**src/rtl/fbd_pkg.sv**
```systemverilog
package fbd_pkg;
  localparam logic [1:0] SEL_U_CNT  = 2'd0;
  localparam logic [1:0] SEL_U_FRAC = 2'd1;
  localparam logic [1:0] SEL_I_CNT  = 2'd2;
  localparam logic [1:0] SEL_I_FRAC = 2'd3;

  function automatic logic sel_is_uart(input logic [1:0] sel);
    return (sel == SEL_U_CNT) || (sel == SEL_U_FRAC);
  endfunction
endpackage

```
**src/rtl/fbd_regs.sv**
```systemverilog
module fbd_regs #(
  parameter int DATA_W   = 16,
  parameter int UCNT_W   = 16,
  parameter int ICNT_W   = 4,
  parameter int FRAC_W   = 4,
  parameter int FRAC_LSB = 4
) (
  input  logic              clk,
  input  logic              rst_n,
  input  logic              wr_en,
  input  logic [1:0]        wr_addr,
  input  logic [DATA_W-1:0] wr_data,
  output logic [UCNT_W-1:0] ucnt,
  output logic [FRAC_W-1:0] ufrac,
  output logic [ICNT_W-1:0] icnt,
  output logic [FRAC_W-1:0] ifrac,
  output logic              u_restart,
  output logic              i_restart,
  output logic              ir_bad
);
  import fbd_pkg::*;

  logic [UCNT_W-1:0] ucnt_d;
  logic [FRAC_W-1:0] ufrac_d, ifrac_d;
  logic [ICNT_W-1:0] icnt_d;
  logic              ld_ucnt, ld_ufrac, ld_icnt, ld_ifrac;

  always_comb begin
    ld_ucnt  = wr_en && (wr_addr == SEL_U_CNT);
    ld_ufrac = wr_en && (wr_addr == SEL_U_FRAC);
    ld_icnt  = wr_en && (wr_addr == SEL_I_CNT);
    ld_ifrac = wr_en && (wr_addr == SEL_I_FRAC);
    ucnt_d   = ld_ucnt  ? wr_data[UCNT_W-1:0] : ucnt;
    ufrac_d  = ld_ufrac ? wr_data[FRAC_LSB +: FRAC_W] : ufrac;
    icnt_d   = ld_icnt  ? wr_data[ICNT_W-1:0] : icnt;
    ifrac_d  = ld_ifrac ? wr_data[FRAC_LSB +: FRAC_W] : ifrac;
  end

  always_ff @(posedge clk or negedge rst_n) begin
    if (!rst_n) begin
      ucnt  <= '0;
      ufrac <= '0;
      icnt  <= '0;
      ifrac <= '0;
    end else begin
      ucnt  <= ucnt_d;
      ufrac <= ufrac_d;
      icnt  <= icnt_d;
      ifrac <= ifrac_d;
    end
  end

  assign u_restart = wr_en && sel_is_uart(wr_addr);
  assign i_restart = wr_en && !sel_is_uart(wr_addr);
  assign ir_bad    = (icnt == '0);

  p_frac_field_r4: assert property (@(posedge clk) disable iff (!rst_n)
    (wr_en && wr_addr == SEL_U_FRAC) |=> (ufrac == $past(wr_data[FRAC_LSB +: FRAC_W])));

  p_ir_cnt_field_r6: assert property (@(posedge clk) disable iff (!rst_n)
    (wr_en && wr_addr == SEL_I_CNT) |=> (icnt == $past(wr_data[ICNT_W-1:0])));

  p_hold_cfg_r10: assert property (@(posedge clk) disable iff (!rst_n)
    !wr_en |=> ($stable(ucnt) && $stable(ufrac) && $stable(icnt) && $stable(ifrac)));
endmodule

```
**src/rtl/fbd_core.sv**
```systemverilog
module fbd_core #(
  parameter int CNT_W  = 16,
  parameter int FRAC_W = 4
) (
  input  logic              clk,
  input  logic              rst_n,
  input  logic              run,
  input  logic              restart,
  input  logic [CNT_W-1:0]  cnt_cfg,
  input  logic [FRAC_W-1:0] frac_cfg,
  output logic              tick
);
  localparam int CW = CNT_W + 1;
  localparam int SW = FRAC_W + 1;

  logic [CW-1:0]     cnt_q, cnt_d, lim;
  logic [FRAC_W-1:0] acc_q, acc_d;
  logic [SW-1:0]     sum;
  logic              stretch, at_end;

  always_comb begin
    sum     = {1'b0, acc_q} + {1'b0, frac_cfg};
    stretch = sum[FRAC_W];
    lim     = {1'b0, cnt_cfg} + {{(CW-1){1'b0}}, stretch};
    at_end  = (cnt_q == lim);
    cnt_d   = cnt_q;
    acc_d   = acc_q;
    if (restart || !run) begin
      cnt_d = '0;
      acc_d = '0;
    end else if (at_end) begin
      cnt_d = '0;
      acc_d = sum[FRAC_W-1:0];
    end else begin
      cnt_d = cnt_q + 1'b1;
    end
  end

  always_ff @(posedge clk or negedge rst_n) begin
    if (!rst_n) begin
      cnt_q <= '0;
      acc_q <= '0;
    end else begin
      cnt_q <= cnt_d;
      acc_q <= acc_d;
    end
  end

  assign tick = run && at_end;

  p_cnt_bound_r3: assert property (@(posedge clk) disable iff (!rst_n)
    cnt_q <= ({1'b0, cnt_cfg} + 1'b1));

  p_tick_gap_r2: assert property (@(posedge clk) disable iff (!rst_n)
    (tick && !restart && (cnt_cfg != '0)) |=> !tick);
endmodule

```
**src/rtl/fbd_bitdiv.sv**
```systemverilog
module fbd_bitdiv #(
  parameter int RATIO = 16
) (
  input  logic clk,
  input  logic rst_n,
  input  logic clr,
  input  logic os_tick,
  output logic bit_tick
);
  localparam int BW = (RATIO > 1) ? $clog2(RATIO) : 1;
  localparam logic [BW-1:0] LAST = BW'(RATIO - 1);

  logic [BW-1:0] bcnt_q, bcnt_d;

  always_comb begin
    bcnt_d = bcnt_q;
    if (clr)            bcnt_d = '0;
    else if (os_tick)   bcnt_d = (bcnt_q == LAST) ? '0 : bcnt_q + 1'b1;
  end

  always_ff @(posedge clk or negedge rst_n) begin
    if (!rst_n) bcnt_q <= '0;
    else        bcnt_q <= bcnt_d;
  end

  assign bit_tick = os_tick && (bcnt_q == LAST);
endmodule

```
**src/rtl/frac_baud_gen.sv**
```systemverilog
module frac_baud_gen #(
  parameter int DATA_W      = 16,
  parameter int UCNT_W      = 16,
  parameter int ICNT_W      = 4,
  parameter int FRAC_W      = 4,
  parameter int FRAC_LSB    = 4,
  parameter int OSR         = 16,
  parameter int SYNC_STAGES = 2
) (
  input  logic              clk,
  input  logic              rst_n,
  input  logic              en,
  input  logic              wr_en,
  input  logic [1:0]        wr_addr,
  input  logic [DATA_W-1:0] wr_data,
  output logic              os_tick,
  output logic              bit_tick,
  output logic              ir_tick,
  output logic              ir_cfg_err
);
  logic              rst_sync_n;
  logic [UCNT_W-1:0] ucnt;
  logic [FRAC_W-1:0] ufrac, ifrac;
  logic [ICNT_W-1:0] icnt;
  logic              u_restart, i_restart, ir_bad;
  logic              u_run, i_run;

  if (SYNC_STAGES <= 1) begin : g_sync1
    logic s_q;
    always_ff @(posedge clk or negedge rst_n) begin
      if (!rst_n) s_q <= 1'b0;
      else        s_q <= 1'b1;
    end
    assign rst_sync_n = s_q;
  end else begin : g_syncn
    logic [SYNC_STAGES-1:0] s_q;
    always_ff @(posedge clk or negedge rst_n) begin
      if (!rst_n) s_q <= '0;
      else        s_q <= {s_q[SYNC_STAGES-2:0], 1'b1};
    end
    assign rst_sync_n = s_q[SYNC_STAGES-1];
  end

  fbd_regs #(
    .DATA_W(DATA_W), .UCNT_W(UCNT_W), .ICNT_W(ICNT_W),
    .FRAC_W(FRAC_W), .FRAC_LSB(FRAC_LSB)
  ) u_regs (
    .clk(clk), .rst_n(rst_sync_n), .wr_en(wr_en), .wr_addr(wr_addr),
    .wr_data(wr_data), .ucnt(ucnt), .ufrac(ufrac), .icnt(icnt),
    .ifrac(ifrac), .u_restart(u_restart), .i_restart(i_restart),
    .ir_bad(ir_bad)
  );

  assign u_run = en && rst_sync_n;
  assign i_run = en && rst_sync_n && !ir_bad;

  fbd_core #(.CNT_W(UCNT_W), .FRAC_W(FRAC_W)) u_uart_div (
    .clk(clk), .rst_n(rst_sync_n), .run(u_run), .restart(u_restart),
    .cnt_cfg(ucnt), .frac_cfg(ufrac), .tick(os_tick)
  );

  fbd_bitdiv #(.RATIO(OSR)) u_bitdiv (
    .clk(clk), .rst_n(rst_sync_n), .clr(u_restart || !u_run),
    .os_tick(os_tick), .bit_tick(bit_tick)
  );

  fbd_core #(.CNT_W(ICNT_W), .FRAC_W(FRAC_W)) u_ir_div (
    .clk(clk), .rst_n(rst_sync_n), .run(i_run), .restart(i_restart),
    .cnt_cfg(icnt), .frac_cfg(ifrac), .tick(ir_tick)
  );

  assign ir_cfg_err = ir_bad;

  p_bit_on_os_r5: assert property (@(posedge clk) disable iff (!rst_sync_n)
    bit_tick |-> os_tick);

  p_ir_bad_quiet_r7: assert property (@(posedge clk) disable iff (!rst_sync_n)
    ir_cfg_err |-> !ir_tick);

  p_off_quiet_r9: assert property (@(posedge clk) disable iff (!rst_sync_n)
    !en |-> (!os_tick && !ir_tick && !bit_tick));

  p_reset_quiet_r1: assert property (@(posedge clk)
    !rst_sync_n |-> (!os_tick && !ir_tick));
endmodule

```
**config.mk**
```make
export PLATFORM = sky130hd
export DESIGN_NAME = frac_baud_gen
export DESIGN_NICKNAME = d
export VERILOG_FILES = /design/src/rtl/fbd_pkg.sv /design/src/rtl/fbd_regs.sv /design/src/rtl/fbd_core.sv /design/src/rtl/fbd_bitdiv.sv /design/src/rtl/frac_baud_gen.sv
export SDC_FILE = /design/constraint.sdc
export NUM_CORES = 1
export LEC_CHECK = 0
export ABC_AREA = 1
export CAP_MARGIN = 10
export CELL_PAD_IN_SITES_DETAIL_PLACEMENT = 0
export CELL_PAD_IN_SITES_GLOBAL_PLACEMENT = 1
export CORE_ASPECT_RATIO = 1.5
export CORE_MARGIN = 1
export CORE_UTILIZATION = 35
export CTS_CLUSTER_DIAMETER = 120
export CTS_CLUSTER_SIZE = 25
export DETAILED_ROUTE_END_ITERATION = 7
export DONT_BUFFER_PORTS = 1
export GPL_TIMING_DRIVEN = 0
export PLACE_DENSITY_LB_ADDON = 0.08
export SKIP_LAST_GASP = 1
export SLEW_MARGIN = 20
export SYNTH_ARGS = -nofsm -noshare
export SYNTH_HDL_FRONTEND = slang
export SYNTH_SLANG_ARGS = --single-unit
```
**constraint.sdc**
```tcl
create_clock -name clk -period 2.5 [get_ports clk]
set_input_delay 0.125 -clock clk [delete_from_list [all_inputs] [get_ports clk]]
set_output_delay 0.125 -clock clk [all_outputs]
set_load 0.01 [all_outputs]
```
==> results of run 1 <==
[state kept, by name, indices dropped and copies added (netlist names)]
name,count
g_syncn.s_q,2
u_bitdiv.bcnt_q,4
u_ir_div.acc_q,4
u_ir_div.cnt_q,5
u_regs.icnt,4
u_regs.ifrac,4
u_regs.ucnt,16
u_regs.ufrac,4
u_uart_div.acc_q,4
u_uart_div.cnt_q,17
[cells in the mapped netlist (2+ instances only)]
cell type	n
a21oi_1	10
clkbuf_1	4
dfrtp_1	64
fa_1	2
ha_1	15
inv_1	57
mux2_2	4
nand2_1	125
nand2_2	2
nand2_4	2
nand3_1	51
nand3b_1	3
nand4_1	17
nor2_1	38
nor2_2	13
nor2_4	4
nor3_1	8
nor4_1	4
o21ai_0	28
xnor2_1	13
xor2_1	18
[final cells by class]
class / count / area (um2) / area share, %
clock buffers: 11 / 243 / 4.81
repair buffers: 36 / 382 / 7.56
flip-flops and latches: 64 / 1610 / 31.8
plain buffers: 6 / 50.0 / 0.991
well taps: 144 / 180 / 3.57
inverters: 58 / 225 / 4.46
clock inverters: 5 / 56.3 / 1.11
multi-input cells: 367 / 2310 / 45.7
[layer usage]
metal	vias up	part of all wire [%]	track usage, %
met4	0	1.6	6.99
met3	11	2.1	2.95
met2	30	54	34.8
met1	1592	42	22.8
met5	-	0	0
li1	1703	-	-
[critical path: cells and delay by family (launching register included)]
kind	cells	cell delay [ns]
AND/OR/NAND/NOR	10	1.03
adder cells (fa/ha/maj)	4	1.00
flip-flops	1	0.38
buffers and inverters	1	0.13
XOR/XNOR	1	0.10
[stage by stage]
step / hold slack, ns / TNS (ns) / cells
floorplan: -0.171 / -1.80 / 495
global placement: -0.171 / -23.25 / 639
detailed placement: -0.171 / -17.34 / 640
CTS: 0.00307 / -17.71 / 689
global route: 0.0148 / -19.15 / 691
finish: 0.0119 / -14.30 / 691
[cell families after synthesis]
logic type / after synthesis
AO/OA/AOI/OAI: 44
XOR/XNOR: 31
adder cells (fa/ha/maj): 17
buffers and inverters: 64
flip-flops: 64
multiplexers: 4
other: 1
AND/OR/NAND/NOR: 270
[power groups by stage]
stage	sequential (W)	clock [W]	combinational, W
2_1_floorplan	0.00122	0	0.000306
3_3_place_gp	0.00125	0	0.000373
3_5_place_dp	0.00124	0	0.000392
4_1_cts	0.00123	0.00131	0.000481
5_1_grt	0.00125	0.00135	0.000575
6_report	0.00123	0.00128	0.000502
[path summary, 6_finish.rpt]
check | slack [ns] | endpoint | start | cells past startpoint
hold reg to reg | 0.27 | u_bitdiv.bcnt_q[1] | g_syncn.s_q[1] | 0
min in group clk | 0.02 | u_regs.ucnt[6] | wr_data[6] | 2
setup reg to reg | -0.56 | u_uart_div.cnt_q[5] | u_regs.ufrac[0] | 20
setup / recovery | -0.60 | bit_tick | u_regs.ufrac[0] | 16
hold / removal | 0.01 | g_syncn.s_q[1] | rst_n | 1
max in group asynchronous | 1.69 | u_uart_div.cnt_q[5] | g_syncn.s_q[1] | 1
[what timing repair did]
| item | CTS | global route |
|---|---|---|
| buffers inserted | 18 | 7 |
| setup endpoints to repair | 37 | 37 |
| resized for setup | 39 | 31 |
| gates cloned | 1 | 0 |
| pin swaps | 28 | 15 |
| hold endpoints to repair | 21 | 0 |
| hold buffers | 14 | 0 |
==> impl_results.md, run 1 <==
- Status: finished, violations left
- Violated checks: setup timing
- Clock network power share: 42.4%
- H-tree depth: 3
- Aggregate global routing overflow: 0
- Critical path data arrival time: 2.97 ns
- Compound-gate portion of the synthesized area: 5.98%
- Remaining routing DRC violations: 0
- Min-delay worst type: primary input to asynchronous set/reset pin
- Switch share: just under 30%
- Clk pin slew, worst setup/hold paths: roughly 0.060 ns
- Global-route wire length before repair: 17000 um
- Type of the worst setup path: register to output port
- Place WS: -0.627 ns
- Total Die Area: 0.0116 mm2
- Max-slew headroom at the worst pin: 46.2%
- Number of global-route vias before repair: ~3500
- Largest family of logic cells by synthesized area: simple AND/OR/NAND/NOR gates
- Antenna diodes: 0
- Antenna Nets Post-Route: 0
- Setup violations, final: 37
- Number of vias in the routed layout: 3336
- Initial Utilization: about 36%
- Dominant register cell in the synthesized netlist: dfrtp_1
- Switching power total: 0.000875 W
- Routed wire length: approximately 10000 um
- Cell type with the largest total area after synthesis: dfrtp_1
- Relative area change from synthesis to final layout: 29.8%
- Internal power of the cells: 0.00214 W
- Routed length per placed instance: 14.5 um
- Synth Instances: about 500
- Peak clock frequency supported by timing: 323 MHz
- Fraction of layout instances using a drive strength above 1: 21.4%
- Number of buffers added on ports: 0
- Startpoint Class: register
- Final Critical Period: 3.10 ns
- Clock latency reported for the late side of the worst-skew pair: roughly 0.34 ns
- Endpoint kind of the worst setup timing path: output port
- Cell types occupying the most area after synthesis: dfrtp_1 41%, nand2_1 12%, nand3_1 6.6%, inv_1 5.5%, ha_1 4.8%
- Number of antenna violations at the first check in global routing: 0
- Reg power frac: around two fifths
- Min setup slack post-route: -0.597 ns
- Routability cong.: about 0.80
- Final max-slew violation count: 0
- Fraction of the mapped netlist area in adder cells: 5.85%
- Number of enable flip-flop cells after synthesis: 0
- Static Leak: 2.32 nW
- Largest voltage drop on the vdd net: 0.385 mV
- Synthesized cell area: 0.00389 mm2
- Max FO, Critical Path: 4
- Most frequent standard cell in the layout excluding fill and tap cells: nand2_1
- Drt via density: roughly 4.8
- Worst-Margin Slew: 0.800 ns
- Chain of cells forming the critical path: ha_2 -> fa_2 -> nand3_2 -> nand2_4 -> ha_4 -> ha_4 -> xnor2_2 -> nand2_1 -> nor2_2 -> nand3_2 -> nor2_2 -> nand2_2 -> nor2_4 -> nand2_4 -> buf_8 -> nor3_4
- # clock sinks: 64
- Total Power Consumption: around 0.003 W
- Fraction of the yosys area taken by sequential cells: 41.2%
- Length of the first detailed-routing pass in iterations: 4
- Height of the die: 131 um
- Largest net degree at the start of global routing: 36
- Ys Warns: 0
- Data required time of the worst path: 2.38 ns
- Multiplexer share of the synthesized area: 1.16%
- Standard-cell rows: 46
- GRT Util Overall: about a fifth
- Master cell of the clock root buffer: clkbuf_16
- Synth top area share: 41.2%
- Half-perimeter wire length of the detailed placement result: 7320 um
- Max Cap Viol: 0
- Setup repair after global routing missed its margin: true
- Final-stage net count: 581
- Unique cell type count in the Yosys netlist: 34
- Most frequent cells in the layout: 117 x nand2_1, 63 x dfrtp_1, 56 x inv_1
- Critical path's slowest cell: dfrtp_1
- Core box area: 0.0107 mm2
- Number of flip-flops and latches in the synthesized netlist: 64
- Ys async rst share: 100%
- Critical path's largest stage delay: 0.38 ns
- Post-synth net total: 534
- XOR/XNOR Fraction of Synth Area: 6.98%
- Post-route standard cell area excluding fillers: between 0.005 and 0.006 mm2
- Combinational group share of total power: 16.7%
- Deepest clock path buffer count: 2
- Total placed instance area: a little over 0.004 mm2
- Fill cell total of the finished layout: 1117
- Final-report hold violation count: 0
- I/O pins: 26
- Detailed Route Iter0 Violations: 123
- Worst-case clock skew: 0.00754 ns
- Synth Area per Inst: 7.86 um2
- Final core occ: 47.2%
- CTS tree: done
- Final worst path period share: 124%
- Simple-gate share of the synthesized area: 32.0%
- CTS Buf Count: 9
- Horiz. Die Dim: around 88 um
- Power density normalized to cell area: 597 mW/mm2
No activity file was read; power rests on OpenSTA's default activity.
==> run 2: changes to the inputs <==
--- a/config.mk
+++ b/config.mk
@@ -17,7 +17,7 @@
 export DETAILED_ROUTE_END_ITERATION = 7
 export DONT_BUFFER_PORTS = 1
 export GPL_TIMING_DRIVEN = 0
-export PLACE_DENSITY_LB_ADDON = 0.08
+export PLACE_DENSITY_LB_ADDON = 0.1
 export SKIP_LAST_GASP = 1
 export SLEW_MARGIN = 20
 export SYNTH_ARGS = -nofsm -noshare
==> constraint.sdc (replaced) <==
create_clock -name clk -period 3.2 [get_ports clk]
set_input_delay 0.16 -clock clk [delete_from_list [all_inputs] [get_ports clk]]
set_output_delay 0.16 -clock clk [all_outputs]
set_load 0.01 [all_outputs]
==> run 2 against run 1 <==
  * Critical path type unchanged
  * Clock skew down 0.0024 ns
  * Clock-buffer cell count stayed put
  * Worst setup slack better by 0.77 ns
  * The run now ends clean
  * First-iteration DRC count down 4.9%
  * Largest power group unchanged
==> impl_results.md, run 2 (synthesis gave the netlist of run 1 again) <==
- Aggregate global routing overflow: 0
- Deepest clock path buffer count: 2
- WP buf/inv: 2
- Number of logic stages on the critical path including buffering: 17
- Type of the worst setup path: register to output port
- Height of the die: 131 um
- Detailed Route Iter0 Violations: between 100 and 150
- Horiz. Die Dim: 88.1 um
- Final-report hold violation count: 0
- Power density normalized to cell area: 498 mW/mm2
- Number of global-route vias before repair: 3374
- Depth of the worst register-to-register path: 20
- Most frequent standard cell in the layout excluding fill and tap cells: nand2_1
- Place WS: -0.133 ns
- Chain of cells forming the critical path: ha_2 -> fa_2 -> nand3_2 -> nand2_4 -> ha_4 -> buf_4 -> inv_1 -> nor2_4 -> nand2_1 -> nand2_1 -> nand3_1 -> nand3_1 -> nor2_1 -> nand2_1 -> nor2_4 -> nand2_4 -> nor3_4
- Final core occ: 43.1%
- Total Die Area: 0.0116 mm2
- Max Cap Viol: 0
- Cell with the most instances on the worst path: nand2_1
- Cell count after placement: 640
- Static Leak: 2.16 nW
- Clk pin slew, worst setup/hold paths: roughly 0.060 ns
- I/O pins: 26
- Max-slew headroom at the worst pin: about 16%
- Largest voltage drop on the vdd net: 0.240 mV
- Antenna Nets Post-Route: 0
- Setup violations, final: 0
- Status: completed
- Half-perimeter wire length of the detailed placement result: 7140 um
- Core box area: 0.0107 mm2
- Drt via density: 4.79
- Routability cong.: 0.793
- Instance count along the most critical hold path: 2
- Number of buffers added on ports: 0
- Final max-slew violation count: 0
- Endpoint kind of the worst setup timing path: output port
- Setup repair after global routing missed its margin: true
- GRT Util Overall: approximately 18%
- Clock latency reported for the late side of the worst-skew pair: 0.33 ns
- Worst-case clock skew: 0.00519 ns
- Gate family responsible for the most delay along the worst path: simple AND/OR/NAND/NOR gates
- Startpoint Class: register
- Peak clock frequency supported by timing: 330 MHz
- Biggest registers after layout: u_uart_div.cnt_q x17, u_regs.ucnt x16, u_ir_div.cnt_q x5
- Non-filler cells in the finished layout: 671
- Largest net degree at the start of global routing: 41
- Final Critical Period: 3.03 ns
- Standard-cell rows: 46
- Number of antenna violations at the first check in global routing: 0
- Min setup slack post-route: 0.173 ns
- Antenna diodes: 0
- Remaining routing DRC violations: 0
- Routed wire length: 9430 um
- Final-stage net count: approximately 560
- Critical path data arrival time: 2.87 ns
- Initial Utilization: between 30% and 40%
- Master cell of the clock root buffer: clkbuf_16
- Fraction of layout instances using a drive strength above 1: 12.7%
- Critical path's slowest cell: dfrtp_1
- Max FO, Critical Path: 6
- Length of the first detailed-routing pass in iterations: 4
- Data required time of the worst path: 3.04 ns
- Global-route wire length before repair: 16400 um
- Worst hold margin: around 0.00036 ns
- Critical path's largest stage delay: roughly 0.38 ns
- Routed length per placed instance: between 10 and 15 um
- Number of vias in the routed layout: 3212
- H-tree depth: 3
- Most frequent cells in the layout: 123 x nand2_1, 63 x dfrtp_1, 57 x inv_1
- CTS Buf Count: 9
- # clock sinks: 64
- Relative area change from synthesis to final layout: 18.6%
- Min-delay worst type: primary input to register
- Worst-Margin Slew: 1.25 ns
- Final worst path period share: 94.6%
- CTS tree: done
- Total Power Consumption: 0.00230 W
- Flip-flop count of the largest register, all copies and words added: 17
- Register name with the most flops: u_uart_div.cnt_q
[run 2: changes by cell type in the layout (fill, tap and decap cells not counted), sizes merged]
cell         before  now
dlygate4sd3      14    8
clkinvlp          1    2
clkinv            4    3
buf              24   10
[run 2: final cells by class]
class	count	area, um2
plain buffers	5	35.0
clock buffers	11	253
clock inverters	5	55.1
fillers	1132	6090
inverters	58	218
multi-input cells	367	2110
flip-flops and latches	64	1610
well taps	144	180
repair buffers	17	160
[run 2: where the power goes]
part	leakage, nW	switching, W	internal, W	total (W)
registers	0.836	0.0000816	0.000875	0.000956
clock network	0.148	0.000373	0.000643	0.00102
logic	1.18	0.000193	0.000135	0.000327
[run 2: repair_timing]
| action | in CTS | in global routing |
|---|---|---|
| pin swaps | 12 | 7 |
| cloned | 0 | 0 |
| hold endpoints to repair | 9 | 0 |
| hold buffers | 8 | 0 |
| endpoints found under the setup margin | 19 | 15 |
| setup buffers | 6 | 2 |
| gates resized for setup | 11 | 7 |
[run 2: path summary, 6_finish.rpt]
kind	startpoint	slack (ns)	to
max	u_uart_div.acc_q[0]	0.17	bit_tick
min	wr_data[1]	0.0004	u_regs.ucnt[1]
max reg2reg	u_uart_div.acc_q[0]	0.21	u_uart_div.cnt_q[15]
min reg2reg	g_syncn.s_q[1]	0.24	u_bitdiv.bcnt_q[0]
max in group asynchronous	g_syncn.s_q[1]	2.43	u_uart_div.cnt_q[3]
min in group asynchronous	rst_n	0.06	g_syncn.s_q[0]
[run 2: layer usage]
metal	up-vias	wire, um	global-route usage (%)
met2	37	4910	32.0
li1	1663	-	-
met1	1496	4070	22.0
met3	16	217	3.77
met4	0	231	6.81
met5	-	0	0
[run 2: per-stage QoR]
stage               area [um2]  TNS [ns]
finish                    4610         0
detailed placement        4100     -1.40
floorplan                 3890         0
global route              4610   -0.0908
global placement          4070    -40.61
CTS                       4570         0
[run 2: worst register-to-register path, stage by stage, from the launching register on]
cell     delay, ns
dfrtp_1       0.38
ha_2          0.20
fa_2          0.36
nand3_2       0.09
nand2_4       0.07
ha_4          0.17
buf_4         0.13
inv_1         0.08
nor2_4        0.06
nand2_1       0.13
nand2_1       0.07
nand3_1       0.09
nand3_1       0.09
nor2_1        0.11
nand2_1       0.11
nor2_4        0.18
nand2_4       0.09
buf_4         0.19
nand2_8       0.11
buf_12        0.15
nor2_2        0.04
